**src/rtl/dma_req_pkg.sv**
```systemverilog
package dma_req_pkg;
    typedef enum logic {
        DIR_TX = 1'b0,
        DIR_RX = 1'b1
    } xfer_dir_e;
endpackage

```
**src/rtl/dma_ack_sync.sv**
```systemverilog
module dma_ack_sync #(
    parameter int STAGES = 2
) (
    input  logic clk,
    input  logic rst_n,
    input  logic ack_n,
    output logic fall
);
    logic [STAGES:0] sync_d, sync_q;

    always_comb begin
        sync_d = {sync_q[STAGES-1:0], ack_n};
    end

    always_ff @(posedge clk or negedge rst_n) begin
        if (!rst_n) sync_q <= '1;
        else        sync_q <= sync_d;
    end

    assign fall = sync_q[STAGES] & ~sync_q[STAGES-1];

    // one level change yields one counted edge
    a_r7_single_fall: assert property (@(posedge clk) disable iff (!rst_n)
        fall |=> !fall);
endmodule

```
**src/rtl/dma_rearm_timer.sv**
```systemverilog
module dma_rearm_timer #(
    parameter int REARM = 4
) (
    input  logic clk,
    input  logic rst_n,
    input  logic clear,
    input  logic load,
    output logic idle_next
);
    localparam int CW = $clog2(REARM + 1);
    logic [CW-1:0] count_d, count_q;

    always_comb begin
        count_d = count_q;
        if (clear)               count_d = '0;
        else if (load)           count_d = CW'(REARM);
        else if (count_q != '0)  count_d = count_q - 1'b1;
    end

    always_ff @(posedge clk or negedge rst_n) begin
        if (!rst_n) count_q <= '0;
        else        count_q <= count_d;
    end

    assign idle_next = (count_d == '0);

    a_r6_timer_bound: assert property (@(posedge clk) disable iff (!rst_n)
        count_q <= CW'(REARM));
    a_r10_abort_clears: assert property (@(posedge clk) disable iff (!rst_n)
        clear |=> (count_q == '0));
endmodule

```
**src/rtl/dma_req_ctrl.sv**
```systemverilog
module dma_req_ctrl
    import dma_req_pkg::*;
#(
    parameter int         LEN_W       = 8,
    parameter int         LVL_W       = 4,
    parameter int         TX_LOW      = 2,
    parameter int         REARM       = 4,
    parameter logic [2:0] DATA_ADDR   = 3'b010,
    parameter int         SYNC_STAGES = 2
) (
    input  logic             clk,
    input  logic             rst_n,
    input  logic             cfg_ack_en,
    input  logic             cmd_issue,
    input  logic             cmd_dir,
    input  logic [LEN_W-1:0] cmd_len,
    input  logic             cmd_sent,
    input  logic             cmd_done,
    input  logic             cmd_abort,
    input  logic [LVL_W-1:0] tx_level,
    input  logic [LVL_W-1:0] rx_level,
    input  logic             acc_strobe,
    input  logic [2:0]       acc_addr,
    input  logic             ack_n,
    output logic             dma_req_n
);
    localparam logic [LVL_W-1:0] TX_LOW_L = LVL_W'(TX_LOW);

    typedef struct packed {
        logic             active;
        xfer_dir_e        dir;
        logic             sent;
        logic             done;
        logic             hold;
        logic [LEN_W-1:0] remain;
        logic             req;
    } state_t;

    state_t s_d, s_q;
    logic   acc_hit, ack_fall, timer_idle, timer_load, base;

    assign acc_hit    = acc_strobe && (acc_addr == DATA_ADDR);
    assign timer_load = acc_hit && !cfg_ack_en;

    dma_ack_sync #(.STAGES(SYNC_STAGES)) ack_sync_i (
        .clk   (clk),
        .rst_n (rst_n),
        .ack_n (ack_n),
        .fall  (ack_fall)
    );

    dma_rearm_timer #(.REARM(REARM)) rearm_i (
        .clk       (clk),
        .rst_n     (rst_n),
        .clear     (cmd_abort),
        .load      (timer_load),
        .idle_next (timer_idle)
    );

    always_comb begin
        s_d  = s_q;
        base = 1'b0;
        if (cmd_abort) begin
            s_d = '0;
        end else if (cmd_issue) begin
            s_d.active = 1'b1;
            s_d.dir    = xfer_dir_e'(cmd_dir);
            s_d.sent   = 1'b0;
            s_d.done   = 1'b0;
            s_d.hold   = 1'b0;
            s_d.remain = cmd_len;
            s_d.req    = 1'b0;
        end else begin
            s_d.sent = s_q.sent | (cmd_sent & s_q.active);
            s_d.done = s_q.done | (cmd_done & s_q.active);
            if (cfg_ack_en && ack_fall && (s_q.remain != '0))
                s_d.remain = s_q.remain - 1'b1;
            if (s_q.dir == DIR_RX) base = s_q.active && s_d.sent && (rx_level != '0);
            else                   base = s_q.active && s_d.sent && (tx_level < TX_LOW_L);
            if (!cfg_ack_en && s_d.done && ((s_q.dir == DIR_TX) || (rx_level == '0)))
                s_d.active = 1'b0;
            if (cfg_ack_en && s_q.hold && (s_d.remain == '0))
                s_d.active = 1'b0;
            s_d.hold = s_d.active && (s_d.remain != '0) && (s_q.hold || base);
            if (cfg_ack_en) s_d.req = s_d.hold;
            else            s_d.req = s_d.active && base && !acc_hit && timer_idle;
        end
    end

    always_ff @(posedge clk or negedge rst_n) begin
        if (!rst_n) s_q <= '0;
        else        s_q <= s_d;
    end

    assign dma_req_n = ~s_q.req;

    a_r1_idle_quiet: assert property (@(posedge clk) disable iff (!rst_n)
        (!s_q.active && !cmd_issue) |=> dma_req_n);
    a_r6_access_drop: assert property (@(posedge clk) disable iff (!rst_n)
        (!cfg_ack_en && acc_hit) |=> dma_req_n);
    a_r10_abort_drop: assert property (@(posedge clk) disable iff (!rst_n)
        cmd_abort |=> dma_req_n);
    a_r7_held: assert property (@(posedge clk) disable iff (!rst_n)
        (cfg_ack_en && s_q.hold && (s_q.remain > 1) && !cmd_abort && !cmd_issue)
        |=> s_q.hold);
endmodule

```
**config.mk**
```make
export PLATFORM = sky130hd
export DESIGN_NAME = dma_req_ctrl
export DESIGN_NICKNAME = d
export VERILOG_FILES = /design/src/rtl/dma_req_pkg.sv /design/src/rtl/dma_ack_sync.sv /design/src/rtl/dma_rearm_timer.sv /design/src/rtl/dma_req_ctrl.sv
export SDC_FILE = /design/constraint.sdc
export NUM_CORES = 1
export LEC_CHECK = 0
export BUFFER_PORTS_ARGS = -buffer_cell sky130_fd_sc_hd__buf_2
export CORE_MARGIN = 4
export CORE_UTILIZATION = 52
export CTS_CLUSTER_DIAMETER = 40
export DETAILED_ROUTE_END_ITERATION = 12
export GPL_ROUTABILITY_DRIVEN = 0
export PLACE_DENSITY_LB_ADDON = 0.08
export SLEW_MARGIN = 25
export SYNTH_ARGS = -nofsm -noshare
export SYNTH_HDL_FRONTEND = slang
export SYNTH_SLANG_ARGS = --single-unit
```
**constraint.sdc**
```tcl
create_clock -name clk -period 2.75 [get_ports clk]
set_input_delay 0.275 -clock clk [delete_from_list [all_inputs] [get_ports clk]]
set_output_delay 0.275 -clock clk [all_outputs]
set_load 0.01 [all_outputs]
```
==> results.txt, run 1 <==
----------------------------------------------------
[Timing]
  Highest attainable clock frequency ... approximately 420 MHz
  Final number of setup-violating endpoints ... 0
  Shortest period the worst path allows ... 2.37 ns
  Crit share post-route ... 0.862
  Setup_tns ... 0 ns
  Count of final max-slew check failures ... 0
  Clock Skews ... 0.00751 ns
  Setup repair after global routing missed its margin ... no
  Number of endpoints with negative hold slack in the final report ... 0
  Tightest Pin Transition ... 0.452 ns
  Relative slew margins ... 0.699

[Setup path]
  Total buffers and inverters traversed by the critical path ... 0
  Startpoint of the worst register-to-register path ... s_q[4]$_DFF_PN0_
  Number of cell instances on the worst register-to-register path ... 6
  Crit-path slowest cell ... sky130_fd_sc_hd__or4_4
  Chain of cells forming the critical path ... or4_4 -> o31a_1 -> a211oi_2 -> o22ai_2 -> o311ai_1 -> a21oi_1
  Largest fanout of any net on the critical path ... 8
  Worst endpoint required time ... 2.95 ns
  Worst reg2reg endpoint ... s_q[13]$_DFF_PN0_
  Reg2Reg Setup Slack ... ~0.38 ns
  Critical path's largest stage delay ... 0.60 ns
  Worst Setup End Kind ... flop
  Worst EP arrival ... 2.57 ns
  Critical path's top delay family ... compound AO/OA/AOI/OAI gates
  Type of the worst setup path ... flop to flop
  Launching element type of the critical path ... flop

[Clock tree]
  Root Driver ... sky130_fd_sc_hd__clkbuf_4
  Gates resized, CTS repair ... 0
  Clock Tree Buf Depth ... 2
  Clock insertion delay at the later pin of the skew report ... about 0.31 ns
  Hold_buf cts ... 1
  CTS tree ... done
  Number of buffers added by the clock tree synthesis step ... 3
  Post-CTS setup buffers ... 0
  Clock-pin slew on the worst setup and hold paths ... 0.12 ns
  Sinks on Clock Net ... 20
  Number of H-tree levels ... 1

[Die]
  Overall die area ... approximately 0.0032 mm2
  Effective utilization at floorplan ... 0.550
  Num rows ... 17
  Die height ... 56.4 um
  Die Wd ... 56.4 um
  Num ports ... 30
  Placeable core region ... 0.00221 mm2

[Finish]
  Area used by multi-input combinational logic ... 652 um2
  Commonest cells after routing, fill and taps aside ... sky130_fd_sc_hd__buf_2, sky130_fd_sc_hd__nor2_1, sky130_fd_sc_hd__dfrtp_1
  Fill cell instance count of the final layout ... 196
  Sequential cell area ... 504 um2
  Number of nets in the finished design ... 200
  Final std cell area, no fill ... 0.00143 mm2
  Layout area overhead ... 17.4%
  Most common cell after layout, fill and taps aside ... sky130_fd_sc_hd__buf_2
  Ratio of cells with drive above 1 in the final layout ... 0.247
  Antenna Cells ... 0

[Logic synthesis]
  Number of enable flip-flop cells after synthesis ... 0
  Mean instance size in the synthesized netlist ... 8.81 um2
  Top_reg_cell synth ... sky130_fd_sc_hd__dfrtp_1
  Cell type with the highest aggregate area in the netlist ... sky130_fd_sc_hd__dfrtp_1
  Dominant cells by area after synthesis ... sky130_fd_sc_hd__dfrtp_1, sky130_fd_sc_hd__dfstp_2, sky130_fd_sc_hd__nor2_1
  Synthesis warning total ... 0
  Number of different library cells in the post-synthesis netlist ... between 40 and 50
  Synthesized instance count ... approximately 140
  Fraction of the yosys area taken by sequential cells ... 0.415
  Area fraction of the dominant cell type after synthesis ... 0.350
  Share of synthesized registers carrying an async set or reset ... 1.00
  Total of flip-flops plus latches after synthesis ... 20
  Syn nets ... 171
  Syn Std Cell Area ... ~0.0012 mm2

[Routing]
  Count of unresolved DRC violations after routing ... 0
  Via count of the routed design ... roughly 1,100
  Number of nets with antenna violations after detailed routing ... 0
  Total met3 wirelength after detailed routing ... 181 um
  Wire length after detailed routing ... 2.79 mm
  Routed length per instance ... 14.4 um
  Vias per cell ... slightly below 6
  Number of search-and-repair iterations in the first detailed-routing pass ... 4
  Wl on met1 ... 1.24 mm
  Violation count after the first detailed-routing iteration ... 22
  Top layer in use ... met4
  Met2 wirelength from detailed routing ... 1.34 mm

[Worst hold path]
  End point of the most critical hold path ... ack_sync_i.sync_q[0]$_DFF_PN1_
  Min-Delay Startpoint ... ack_n
  Worst hold path stage count ... 1
  Worst hold path type ... primary input to flop

[GRT]
  Number of antenna violations at the first check in global routing ... 0
  Total global routing track utilization ... 0.190
  First-pass GRT wire length ... 4.82 mm
  Total congestion overflow after global routing ... 0
  Maximum number of pins on one net before global-route repair ... 21
  Via count of the first global-routing pass ... 1,081

[Placed design]
  PortBufs ... 28
  Cell area reported after detailed placement ... around 0.0014 mm2
  Post-detailed-placement half-perimeter wirelength ... 2.05 mm

[Power and ir drop]
  Pwr dens ... 552 mW/mm2
  VDD IR max ... roughly 0.00045 V
  P_leak ... 0.649 nW

[Run]
  MaxCap Viol Count ... 0

[Run status]
  Status ... completed

----------------------------------------------------
-- synthesized netlist by cell type, drive strengths merged, types with 2 or more instances --
master  instances
nand3b          2
clkbuf          4
nand3           3
nor2b           2
nor3            9
nand2b          3
o31a            2
nand4           2
or4             3
ha              4
dfrtp          17
nand2           7
a211oi          4
nor2           21
inv             9
o21ai           3
dfstp           3
mux2i           4
a21oi          14
nor4            3
-- power by group --
group          leakage [nW]  switching (mW)  internal, mW
combinational         0.362           0.113        0.0895
clock                0.0279          0.0979         0.147
sequential            0.259          0.0235         0.317
total                 0.649           0.234         0.554
-- per-stage QoR --
step	std cells	setup WS, ns	util	power [mW]	hold slack (ns)
global route	194	0.293	0.645	0.836	0.0344
global placement	189	0.494	0.617	0.532	0.242
finish	194	0.381	0.645	0.788	0.0515
detailed placement	189	0.415	0.617	0.543	0.254
floorplan	138	0.575	-	0.485	-0.0206
CTS	194	0.391	0.645	0.790	0.0421
-- layer usage --
layer  vias to the layer above  track usage
li1                        555            -
met1                       529        0.251
met2                        34        0.314
met3                         4       0.0506
met4                         0       0.0339
met5                         -            0
-- cells by family after synthesis --
kind of cell / share of synthesized area
AOI/OAI and AO/OA: 0.178
xor gates and xnor gates: 0.0144
adders and majority gates: 0.0412
buffers and inverters: 0.0494
DFF: 0.415
muxes: 0.0422
and+or+nand+nor: 0.260
-- how the worst max path moves through the flow --
stage	startpoint	to	slack, ns	depth (start not counted)
3_3_place_gp	s_q[4]$_DFF_PN0_	s_q[13]$_DFF_PN0_	0.49	6
2_1_floorplan	s_q[5]$_DFF_PN0_	s_q[13]$_DFF_PN0_	0.57	7
6_report	s_q[4]$_DFF_PN0_	s_q[13]$_DFF_PN0_	0.38	6
5_1_grt	s_q[4]$_DFF_PN0_	s_q[13]$_DFF_PN0_	0.29	6
4_1_cts	s_q[4]$_DFF_PN0_	s_q[13]$_DFF_PN0_	0.39	6
3_5_place_dp	s_q[4]$_DFF_PN0_	s_q[13]$_DFF_PN0_	0.41	6
-- state kept, by name, summed over array words and instances (netlist names) --
| name | flops |
|---|---|
| ack_sync_i.sync_q | 3 |
| s_q | 14 |
| rearm_i.count_q | 3 |
-- layout make-up --
class / count / share of cell area
multi-input combinational: 104 / 0.457
tap: 28 / 0.0245
inverter: 9 / 0.0237
timing repair buffer: 29 / 0.105
clock buffer: 3 / 0.0158
clock inverter: 1 / 0.0210
sequential: 20 / 0.353
-- worst reg2reg max path, stage by stage, from the launching register on --
cell	delay (ns)
sky130_fd_sc_hd__dfrtp_1	0.48
sky130_fd_sc_hd__or4_4	0.60
sky130_fd_sc_hd__o31a_1	0.39
sky130_fd_sc_hd__a211oi_2	0.24
sky130_fd_sc_hd__o22ai_2	0.14
sky130_fd_sc_hd__o311ai_1	0.29
sky130_fd_sc_hd__a21oi_1	0.11
No activity file was read; power rests on OpenSTA's default activity.
==> inputs of run 2 (changes only) <==
Settings changed: SETUP_SLACK_MARGIN set to 0.5.
==> run 2 against run 1 <==
Net effect: sequential power about the same; clock skew is 0.0036 ns higher; critical endpoint unchanged; largest cell class unchanged; non-clock buffer count grew 6; clock power barely moved.
==> results.txt, run 2 (same netlist as run 1, synthesis figures left out) <==
----------------------------------------------------
[Timing]
  Tightest Pin Transition ... 0.456 ns
  Count of final max-slew check failures ... 0
  Final setup slack of the worst path ... between 0.4 and 0.5 ns
  Crit share post-route ... 0.827
  Setup_tns ... 0 ns
  Number of endpoints with negative hold slack in the final report ... 0
  Shortest period the worst path allows ... 2.27 ns
  Setup repair after global routing missed its margin ... yes
  Final number of setup-violating endpoints ... 0
  Relative slew margins ... 0.696
  Highest attainable clock frequency ... around 440 MHz
  Clock Skews ... 0.0111 ns

[GRT]
  Total congestion overflow after global routing ... 0
  Total global routing track utilization ... 0.204
  Via count of the first global-routing pass ... 1,168
  First-pass GRT wire length ... 5.13 mm
  Number of antenna violations at the first check in global routing ... 0
  Maximum number of pins on one net before global-route repair ... 21

[Finish]
  Max FFs per register ... 14
  Antenna Cells ... 0
  Layout area overhead ... 22.7%
  Commonest cells after routing, fill and taps aside ... sky130_fd_sc_hd__buf_2, sky130_fd_sc_hd__nor2_1, sky130_fd_sc_hd__dfrtp_1
  Most flops, register ... s_q
  Most common cell after layout, fill and taps aside ... sky130_fd_sc_hd__buf_2
  Number of nets in the finished design ... 206
  Largest regs ... s_q x14, ack_sync_i.sync_q x3, rearm_i.count_q x3
  Fill cell instance count of the final layout ... 189
  Ratio of cells with drive above 1 in the final layout ... 0.297

[Clock tree]
  Root Driver ... sky130_fd_sc_hd__clkbuf_4
  Clock insertion delay at the later pin of the skew report ... 0.31 ns
  Number of buffers added by the clock tree synthesis step ... 3
  Clock Tree Buf Depth ... 2
  CTS tree ... done
  Number of H-tree levels ... 1
  Sinks on Clock Net ... 20
  Clock-pin slew on the worst setup and hold paths ... 0.13 ns

[Setup path]
  Largest fanout of any net on the critical path ... 4
  Critical path's top delay family ... compound AO/OA/AOI/OAI gates
  Total buffers and inverters traversed by the critical path ... 0
  Type of the worst setup path ... flop to flop
  Crit-path slowest cell ... sky130_fd_sc_hd__or4_4
  Launching element type of the critical path ... flop
  Worst EP arrival ... 2.48 ns
  Chain of cells forming the critical path ... or4_4 -> o31a_1 -> a211oi_2 -> o22ai_4 -> o311ai_2 -> a21oi_1
  Worst endpoint required time ... between 2 and 3 ns
  Critical path's largest stage delay ... roughly 0.54 ns
  Worst Setup End Kind ... flop

[Routing]
  Number of nets with antenna violations after detailed routing ... 0
  Count of unresolved DRC violations after routing ... 0
  Vias per cell ... 5.80
  Violation count after the first detailed-routing iteration ... 30
  Number of search-and-repair iterations in the first detailed-routing pass ... 4
  Via count of the routed design ... 1,160
  Routed length per instance ... about 15 um
  Wire length after detailed routing ... 3.04 mm

[Worst hold path]
  Worst hold path type ... primary input to flop

[Power and ir drop]
  VDD IR max ... roughly 0.00045 V
  P_leak ... 0.678 nW
  Sequential cell fraction of total power ... 0.418
  Switching Power ... 0.245 mW
  Switching Fraction ... 0.302
  Total internal power ... between 0.5 and 0.6 mW
  Pwr dens ... between 500 and 600 mW/mm2
  Clock network power share ... 0.304
  Combinational Power Share ... 0.278

[Die]
  Placeable core region ... 0.00221 mm2
  Overall die area ... between 0.003 and 0.004 mm2
  Die Wd ... 56.4 um
  Effective utilization at floorplan ... 0.550
  Die height ... 56.4 um
  Num rows ... 17
  Num ports ... 30

[Placed design]
  Post-detailed-placement half-perimeter wirelength ... 2.05 mm
  Minimum setup slack after placement ... 0.415 ns
  PortBufs ... 28

[Run]
  MaxCap Viol Count ... 0

[Run status]
  Status ... completed

----------------------------------------------------
[run 2: worst register-to-register path: stages, from the launching register on]
cell	delay, ns
sky130_fd_sc_hd__dfrtp_2	0.44
sky130_fd_sc_hd__or4_4	0.54
sky130_fd_sc_hd__o31a_1	0.35
sky130_fd_sc_hd__a211oi_2	0.36
sky130_fd_sc_hd__o22ai_4	0.13
sky130_fd_sc_hd__o311ai_2	0.23
sky130_fd_sc_hd__a21oi_1	0.10
[run 2: final cells by class]
type	count	area [um2]	area share
Clock buffer	3	22.5	0.0151
Inverter	9	33.8	0.0226
Multi-Input combinational cell	104	669	0.448
Sequential cell	20	507	0.339
Timing Repair Buffer	35	195	0.131
Tap cell	28	35.0	0.0235
Clock inverter	1	30.0	0.0201
[run 2: path summary, 6_finish.rpt]
kind                            cells past startpoint                             end                            from  slack (ns)
worst max-delay path                                6               s_q[13]$_DFF_PN0_                s_q[4]$_DFF_PN0_        0.48
worst min-delay path                                1  ack_sync_i.sync_q[0]$_DFF_PN1_                           ack_n        0.05
worst max register to register                      6               s_q[13]$_DFF_PN0_                s_q[4]$_DFF_PN0_        0.48
worst min register to register                      0  ack_sync_i.sync_q[1]$_DFF_PN1_  ack_sync_i.sync_q[0]$_DFF_PN1_        0.37
max in group asynchronous                           2  ack_sync_i.sync_q[0]$_DFF_PN1_                           rst_n        1.97
min in group asynchronous                           2               s_q[13]$_DFF_PN0_                           rst_n        0.42
[run 2: repair_timing]
| action | 4_1_cts | 5_1_grt |
|---|---|---|
| endpoints found under the hold margin | 17 | 0 |
| setup buffers | 4 | 2 |
| pin swaps | 1 | 6 |
| hold buffers | 1 | 0 |
| resized for setup | 2 | 3 |
| endpoints found under the setup margin | 1 | 2 |
[run 2: power by group through the flow]
stage | Combinational (mW) | Clock [mW] | Sequential (mW)
after floorplan | 0.148 | 0 | 0.337
after global placement | 0.189 | 0 | 0.344
after detailed placement | 0.198 | 0 | 0.345
after CTS | 0.209 | 0.249 | 0.337
after global routing | 0.253 | 0.261 | 0.342
final | 0.225 | 0.246 | 0.338
[run 2: per-stage QoR]
| stage | total power, mW | utilization | std cells | cell area (um2) | hold slack [ns] |
|---|---|---|---|---|---|
| 5_1_grt | 0.856 | 0.675 | 200 | 1490 | 0.0345 |
| 3_3_place_gp | 0.532 | 0.617 | 189 | 1370 | 0.242 |
| 2_1_floorplan | 0.485 | - | 138 | 1220 | -0.0206 |
| 4_1_cts | 0.796 | 0.660 | 198 | 1460 | 0.0421 |
| 6_report | 0.809 | 0.675 | 200 | 1490 | 0.0516 |
| 3_5_place_dp | 0.543 | 0.617 | 189 | 1370 | 0.254 |
[run 2: layer usage]
| metal | GRT usage | share of wire | vias up |
|---|---|---|---|
| met4 | 0.0407 | 0.014 | 0 |
| met5 | 0 | 0 | - |
| li1 | - | - | 566 |
| met3 | 0.0644 | 0.067 | 6 |
| met2 | 0.356 | 0.49 | 40 |
| met1 | 0.246 | 0.43 | 548 |
==> inputs of run 3 (changes only) <==
Settings changed: ABC_AREA set to 1, CORE_UTILIZATION 52 to 48.
Clock period 2.75 ns to 2.02 ns, I/O delays scaled along.
==> run 3 against run 2 <==
Net effect: core utilization decreased by 0.31 points; largest power group unchanged; worst hold slack improved by 0.080 ns; register-to-register slack got worse by 0.23 ns; clock power decreased by 21%; maximum frequency increased by 28%; highest routed layer unchanged; power increased by 27%; sequential cell count unchanged.
==> results.txt, run 3 <==
----------------------------------------------------
[Run status]
  Status ... completed

[Placed design]
  Minimum setup slack after placement ... 0.290 ns
  PortBufs ... 28
  Cell area reported after detailed placement ... 0.00150 mm2
  Post-detailed-placement half-perimeter wirelength ... 2.09 mm

[Power and ir drop]
  P_leak ... 0.933 nW
  VDD IR max ... 0.000569 V
  Pwr dens ... about 600 mW/mm2

[Logic synthesis]
  Synth cell count leaders ... sky130_fd_sc_hd__nand2_1, sky130_fd_sc_hd__inv_1, sky130_fd_sc_hd__nor2_1, sky130_fd_sc_hd__dfrtp_1, sky130_fd_sc_hd__o21ai_0
  Count leader, synth ... sky130_fd_sc_hd__nand2_1
  Syn nets ... 219
  Fraction of the yosys area taken by sequential cells ... 0.387
  Top_reg_cell synth ... sky130_fd_sc_hd__dfrtp_1
  Synthesized instance count ... 186
  Total of flip-flops plus latches after synthesis ... 20
  Syn Std Cell Area ... 0.00130 mm2
  Number of enable flip-flop cells after synthesis ... 0
  Number of different library cells in the post-synthesis netlist ... 26
  Mean instance size in the synthesized netlist ... 7.00 um2
  Area fraction of the dominant cell type after synthesis ... 0.327
  Share of synthesized registers carrying an async set or reset ... 1.00
  Dominant cells by area after synthesis ... sky130_fd_sc_hd__dfrtp_1, sky130_fd_sc_hd__nand2_1, sky130_fd_sc_hd__inv_1
  Synthesis warning total ... 0
  Cell type with the highest aggregate area in the netlist ... sky130_fd_sc_hd__dfrtp_1

[Die]
  Overall die area ... 0.00361 mm2
  Placeable core region ... around 0.0025 mm2
  Num rows ... 18
  Effective utilization at floorplan ... 0.516
  Num ports ... 30
  Die Wd ... 60.1 um
  Die height ... ~60 um

[Clock tree]
  Clock-pin slew on the worst setup and hold paths ... 0.11 ns
  Number of H-tree levels ... 1
  Root Driver ... sky130_fd_sc_hd__clkbuf_4
  Sinks on Clock Net ... 20
  Number of buffers added by the clock tree synthesis step ... 3
  Clock Tree Buf Depth ... 2
  Clock insertion delay at the later pin of the skew report ... 0.30 ns
  CTS tree ... done

[Routing]
  Number of search-and-repair iterations in the first detailed-routing pass ... 4
  Via count of the routed design ... around 1,200
  Violation count after the first detailed-routing iteration ... 23
  Vias per cell ... 4.79
  Count of unresolved DRC violations after routing ... 0
  Routed length per instance ... 11.0 um
  Number of nets with antenna violations after detailed routing ... 0
  Wire length after detailed routing ... 2.79 mm

[GRT]
  Total congestion overflow after global routing ... 0
  Maximum number of pins on one net before global-route repair ... 21
  First-pass GRT wire length ... 4.71 mm
  Number of antenna violations at the first check in global routing ... 0
  Via count of the first global-routing pass ... approximately 1,200
  Total global routing track utilization ... 0.175

[Timing]
  Highest attainable clock frequency ... 565 MHz
  Final number of setup-violating endpoints ... 0
  Setup_tns ... 0 ns
  Tightest Pin Transition ... 0.437 ns
  Final Hold Slack ... approximately 0.13 ns
  Shortest period the worst path allows ... between 1.5 and 2 ns
  Clock Skews ... 0.00741 ns
  Relative slew margins ... 0.708
  Count of final max-slew check failures ... 0
  Final setup slack of the worst path ... 0.249 ns
  Number of endpoints with negative hold slack in the final report ... 0
  Crit share post-route ... 0.876
  Setup repair after global routing missed its margin ... yes

[Run]
  MaxCap Viol Count ... 0

[Finish]
  Largest regs ... s_q x14, ack_sync_i.sync_q x3, rearm_i.count_q x3
  Sequential cell area ... 507 um2
  Layout area overhead ... 30.1%
  Most common cell after layout, fill and taps aside ... sky130_fd_sc_hd__inv_1
  Post-route core utilization ... 0.672
  Area used by multi-input combinational logic ... 767 um2
  Ratio of cells with drive above 1 in the final layout ... 0.400
  Most flops, register ... s_q
  Antenna Cells ... 0
  Commonest cells after routing, fill and taps aside ... sky130_fd_sc_hd__inv_1, sky130_fd_sc_hd__nand2_1, sky130_fd_sc_hd__buf_2
  Max FFs per register ... 14
  Fill cell instance count of the final layout ... 235
  Number of nets in the finished design ... 259
  Final std cell area, no fill ... about 0.0017 mm2

[Setup path]
  Launching element type of the critical path ... flop
  Largest fanout of any net on the critical path ... 8
  Worst endpoint required time ... 2.26 ns
  Worst EP arrival ... about 2 ns
  Type of the worst setup path ... flop to flop
  Worst Setup End Kind ... flop

[Worst hold path]
  Worst hold path type ... primary input to flop

----------------------------------------------------
run 3: metrics by stage:
stage | instances | power (mW)
floorplan | 186 | 0.702
global placement | 242 | 0.773
detailed placement | 242 | 0.785
CTS | 251 | 1.01
global route | 255 | 1.11
finish | 255 | 1.03
run 3: final timing paths:
path | startpoint | endpoint | slack [ns] | depth (start not counted)
worst max-delay path | s_q[2]$_DFF_PN0_ | s_q[0]$_DFF_PN0_ | 0.25 | 13
worst min-delay path | cmd_dir | s_q[12]$_DFFE_PN0P_ | 0.13 | 3
worst max register to register | s_q[2]$_DFF_PN0_ | s_q[0]$_DFF_PN0_ | 0.25 | 13
worst min register to register | ack_sync_i.sync_q[0]$_DFF_PN1_ | ack_sync_i.sync_q[1]$_DFF_PN1_ | 0.36 | 0
max in group asynchronous | rst_n | ack_sync_i.sync_q[0]$_DFF_PN1_ | 1.29 | 2
min in group asynchronous | rst_n | s_q[0]$_DFF_PN0_ | 0.38 | 2
run 3: layer usage:
layer  vias to the layer above  wire length, um  track usage
li1                        647                -            -
met1                       549             1190        0.209
met2                        21             1470        0.296
met3                         4               86       0.0151
met4                         0               48        0.114
met5                         -                0            0
run 3: cells by family after synthesis:
logic type,count (synthesis),synth area share
and+or+nand+nor,101,0.345
buffers and inverters,37,0.107
AOI/OAI and AO/OA,21,0.103
DFF,20,0.387
adders and majority gates,4,0.0384
xor gates and xnor gates,3,0.0202
run 3: power by group:
| part | internal [mW] | switching [mW] |
|---|---|---|
| registers | 0.439 | 0.0311 |
| logic | 0.151 | 0.210 |
| clock network | 0.0769 | 0.117 |
| total | 0.667 | 0.358 |
run 3: final cells by class:
cell class,count,area share
multi-input cells,129,0.453
flip-flops and latches,20,0.299
repair buffers,37,0.133
inverters,35,0.0775
well taps,30,0.0222
clock buffers,4,0.0155
run 3: timing repair:
item / in CTS / in global routing
pin swaps: 7 / 17
resized for setup: 9 / 26
hold endpoints to repair: 18 / 0
setup buffers: 3 / 4
endpoints found under the setup margin: 3 / 8
hold buffers: 2 / 0
run 3: worst max-delay path, stage by stage, from the launching register on:
cell and delay [ns]:
sky130_fd_sc_hd__dfrtp_1 0.44, sky130_fd_sc_hd__inv_2 0.09, sky130_fd_sc_hd__ha_4 0.16, sky130_fd_sc_hd__nand3_4 0.09
sky130_fd_sc_hd__o21ai_4 0.18, sky130_fd_sc_hd__buf_12 0.15, sky130_fd_sc_hd__nand2_2 0.06, sky130_fd_sc_hd__nand2_2 0.07
sky130_fd_sc_hd__nor2_2 0.05, sky130_fd_sc_hd__nand2_2 0.09, sky130_fd_sc_hd__nor2_2 0.05, sky130_fd_sc_hd__nand2_2 0.08
sky130_fd_sc_hd__nand3_2 0.07, sky130_fd_sc_hd__a21oi_2 0.14
